`src/rtl/cla32_two_level.sv`:
```
module cla32_two_level (
  input  logic [31:0] op_a,
  input  logic [31:0] op_b,
  input  logic        carry_in,
  output logic [31:0] sum,
  output logic        carry_out
);
  localparam int SW    = 4;
  localparam int NS    = 8;
  localparam int SPH   = 4;
  localparam int NH    = NS / SPH;
  localparam int WIDTH = SW * NS;

  logic [WIDTH-1:0] p, g, c;
  logic [NS-1:0]    gp, gg, sc;
  logic [NH:0]      hc;

  assign p         = op_a ^ op_b;
  assign g         = op_a & op_b;
  assign sum       = p ^ c;
  assign hc[0]     = carry_in;
  assign carry_out = hc[NH];

  for (genvar k = 0; k < NS; k++) begin : g_slice
    localparam int B = k * SW;
    assign c[B]   = sc[k];
    assign c[B+1] = g[B] | (p[B] & sc[k]);
    assign c[B+2] = g[B+1] | (p[B+1] & g[B]) | (p[B+1] & p[B] & sc[k]);
    assign c[B+3] = g[B+2] | (p[B+2] & g[B+1]) | (p[B+2] & p[B+1] & g[B])
                  | (p[B+2] & p[B+1] & p[B] & sc[k]);
    assign gp[k]  = &p[B +: SW];
    assign gg[k]  = g[B+3] | (p[B+3] & g[B+2]) | (p[B+3] & p[B+2] & g[B+1])
                  | (p[B+3] & p[B+2] & p[B+1] & g[B]);
  end

  for (genvar h = 0; h < NH; h++) begin : g_lookahead
    localparam int J = h * SPH;
    assign sc[J]   = hc[h];
    assign sc[J+1] = gg[J] | (gp[J] & hc[h]);
    assign sc[J+2] = gg[J+1] | (gp[J+1] & gg[J]) | (gp[J+1] & gp[J] & hc[h]);
    assign sc[J+3] = gg[J+2] | (gp[J+2] & gg[J+1]) | (gp[J+2] & gp[J+1] & gg[J])
                   | (gp[J+2] & gp[J+1] & gp[J] & hc[h]);
    assign hc[h+1] = gg[J+3] | (gp[J+3] & gg[J+2]) | (gp[J+3] & gp[J+2] & gg[J+1])
                   | (gp[J+3] & gp[J+2] & gp[J+1] & gg[J])
                   | (gp[J+3] & gp[J+2] & gp[J+1] & gp[J] & hc[h]);
  end
endmodule

```
`config.mk`:
```
export PLATFORM = sky130hd
export DESIGN_NAME = cla32_two_level
export DESIGN_NICKNAME = d
export VERILOG_FILES = /design/src/rtl/cla32_two_level.sv
export SDC_FILE = /design/constraint.sdc
export NUM_CORES = 1
export LEC_CHECK = 0
export ABC_AREA = 1
export BUFFER_PORTS_ARGS = -buffer_cell sky130_fd_sc_hd__buf_2
export CAP_MARGIN = 30
export CORE_MARGIN = 2
export CORE_UTILIZATION = 29
export DETAILED_ROUTE_END_ITERATION = 7
export PLACE_DENSITY_LB_ADDON = 0.12
export SYNTH_ARGS = -nofsm -noshare
export SYNTH_HDL_FRONTEND = slang
export SYNTH_SLANG_ARGS = --single-unit
export TNS_END_PERCENT = 100
```
`constraint.sdc`:
```
create_clock -name vclk -period 2.85
set_input_delay 0.285 -clock vclk [all_inputs]
set_output_delay 0.285 -clock vclk [all_outputs]
set_load 0.02 [all_outputs]
```
==> impl_metrics.py <==
metrics = {
    "synth": {
        "synth.net_count": 358,
        "synthTopCellsByArea": "ha_1, nand2_1, fa_1",
        "synth.avg_cell_area_um2": 6.28,
        "yosysWarnings": 0,
        "synth_top_area_cell": "ha_1",
        "netlist.area_leader.share_pct": 25.2,
        "yosysUniqueCellTypes": 27,
        "postSynthCellCount": 253,
        "syn-cell-area_um2": 1590,
        "ys_seq_area_share_pct": 0,
    },
    "sta": {
        "hold_slack_ps": 971,
        "worst_pin_slew_ps": 326,
        "rsz0062_at_grt": "no",
        "finalHoldViolations": 0,
        "fmax_ghz": 0.403,
        "finalCriticalPeriod_ps": 2480,
        "setup_viol": 0,
        "fin_crit_sh_pct": 87.1,
        "finalMaxSlewViolations": 0,
        "finalSetupTns_ps": 0,
        "max-slew-margin-rel_pct": 78.3,
    },
    "place": {
        "place_congestion": 0.729,
        "dp_hpwl_um": 3450,
        "placed_cells": 421,
        "io_buffers": 98,
    },
    "floorplan": {
        "die_w_um": 78.0,
        "io_pins": 98,
        "die_y_um": 78.0,
        "design.core.area_um2": 5200,
        "initial_core_util_pct": 30.5,
        "rows": 26,
        "die_area_um2": 6080,
    },
    "worst_setup_path": {
        "cp_num_buf_inv": 2,
        "max_stage_delay_ps": 370,
        "critPathLaunchType": "input port",
        "cp_common_cell": "nand2_1",
        "crit_path_top_delay_cell": "fa_1",
        "crit_arrival_ps": 2200,
        "cp_top_family": "adder cells",
        "cp.required_ps": 2570,
        "crit_path_end_kind": "output pin",
        "critPathKind": "input port to output pin",
        "path_cells": "buf_2 -> ha_1 -> a21oi_1 -> nand2_1 -> nand2_1 -> nand2_1 -> nor2_2 -> nand2_4 -> nand2_2 -> nand2_4 -> fa_1 -> xor2_1 -> buf_2",
        "path_max_fanout": 6,
    },
    "finish": {
        "fin_cells": 421,
        "multi_input_area_um2": 1430,
        "nClkBuffers": 0,
        "area_growth_pct": 36.4,
        "seqCellArea_um2": 0,
        "nets": 458,
        "fillers": 594,
        "diodes": 0,
        "n_sequential_cell": 0,
        "final_util_pct": 41.6,
        "final_layout_size_suffix_gt1_share_pct": 33.3,
    },
    "global_route": {
        "grt_pass1_wl_um": 6680,
        "antenna_found_initial": 0,
        "grt_pass1_vias": 1709,
        "grt_overflow": 0,
        "grt_use_total_pct": 12.2,
        "grt_start_max_net_pins": 7,
    },
    "hold_path": {
        "whs_endpoint": "sum[24]",
        "hold_class": "input port to output pin",
        "hp-start": "op_b[24]",
        "whs_path_depth": 3,
    },
    "detailed_routing": {
        "finalWirelength_um": 3660,
        "ant_nets": 0,
        "routedWlPerCell_um": 8.70,
        "drt_first_pass_iters": 4,
        "drcViolationCount": 0,
        "drt_iter0_markers": 18,
        "vias_per_cell": 4.29,
        "num_vias": 1806,
    },
    "run_status": {
        "status": "finished clean",
    },
    "power_and_ir_drop": {
        "power_density_nw_per_um2": 264,
        "finalPower_mw": 0.573,
        "p_leak_nw": 1.36,
        "ir_drop_mv": 0.120,
    },
    "run": {
        "cap_viol_max_count": 0,
    },
    "clocking": {
        "ctsHoldBuffers": 0,
        "postCtsResizedCells": 0,
        "post-cts-setup-buffer-count": 0,
    },
}
synthesized netlist by cell type:
library cell   n
a21o_1         2
a21oi_1       16
a21oi_2        1
a221oi_1       1
and2_1         2
and3_1         1
clkinv_1       1
fa_1           8
ha_1          32
inv_1         40
nand2_1       75
nand2_2       11
nand2_4        2
nand3_1       16
nand3_2        2
nand3b_1       2
nand4_1        2
nor2_1        16
nor2_2         2
nor4_1         1
o21a_1         1
o21ai_0        1
o21bai_1       2
or2_0          1
or2_2          1
xnor2_1        3
xor2_1        11
where the power goes:
group / internal [mW] / switching, mW / total, mW
clock network: 0 / 0 / 0
registers: 0 / 0 / 0
logic: 0.221 / 0.351 / 0.573
metal layers:
layer / vias up / global-route usage, % / wire [µm]
met4: 0 / 0 / 0
met1: 745 / 16.7 / 1790
li1: 1003 / - / -
met5: - / 0 / 0
met2: 58 / 22.5 / 1610
met3: 0 / 0.698 / 261
area by class of cell:
cell class / count / share of cell area [%]
inverters: 41 / 7.11
multi-input cells: 212 / 66.2
repair buffers: 98 / 22.6
well taps: 70 / 4.04
metrics by stage:
step,instance area [µm²],setup WS (ps)
2_1_floorplan,1590,512
3_3_place_gp,2170,350
3_5_place_dp,2170,344
4_1_cts,2170,343
5_1_grt,2170,127
6_report,2170,367
kinds of logic (layout without fill, tap and decap cells):
group | after synthesis | in the layout | share of synthesized area, %
and+or+nand+nor | 134 | 134 | 38.5
buffers and inverters | 41 | 139 | 9.69
adders and majority gates | 40 | 40 | 35.3
xor gates and xnor gates | 14 | 14 | 7.72
AOI/OAI and AO/OA | 24 | 24 | 8.83
cells in the final DEF (no fill, tap or decap):
cell       n
buf_2     98
nand2_1   75
inv_1     40
ha_1      32
nor2_1    16
a21oi_1   16
nand3_1   16
nand2_2   11
xor2_1    11
fa_1       8
xnor2_1    3
nand3b_1   2
and2_1     2
nand3_2    2
nor2_2     2
nand2_4    2
a21o_1     2
o21bai_1   2
nand4_1    2
or2_0      1
a21oi_2    1
clkinv_1   1
o21a_1     1
or2_2      1
and3_1     1
a221oi_1   1
o21ai_0    1
nor4_1     1
worst max path at each step:
| stage | start | slack [ps] | end | depth (start not counted) |
|---|---|---|---|---|
| after global placement | op_a[14] | 350 | sum[29] | 13 |
| after global routing | op_a[18] | 130 | sum[29] | 13 |
| after detailed placement | op_a[9] | 340 | sum[21] | 15 |
| after CTS | op_a[9] | 340 | sum[21] | 15 |
| final | op_a[11] | 370 | sum[21] | 13 |
| after floorplan | op_a[11] | 510 | sum[21] | 11 |
No activity file was read; power rests on OpenSTA's default activity.
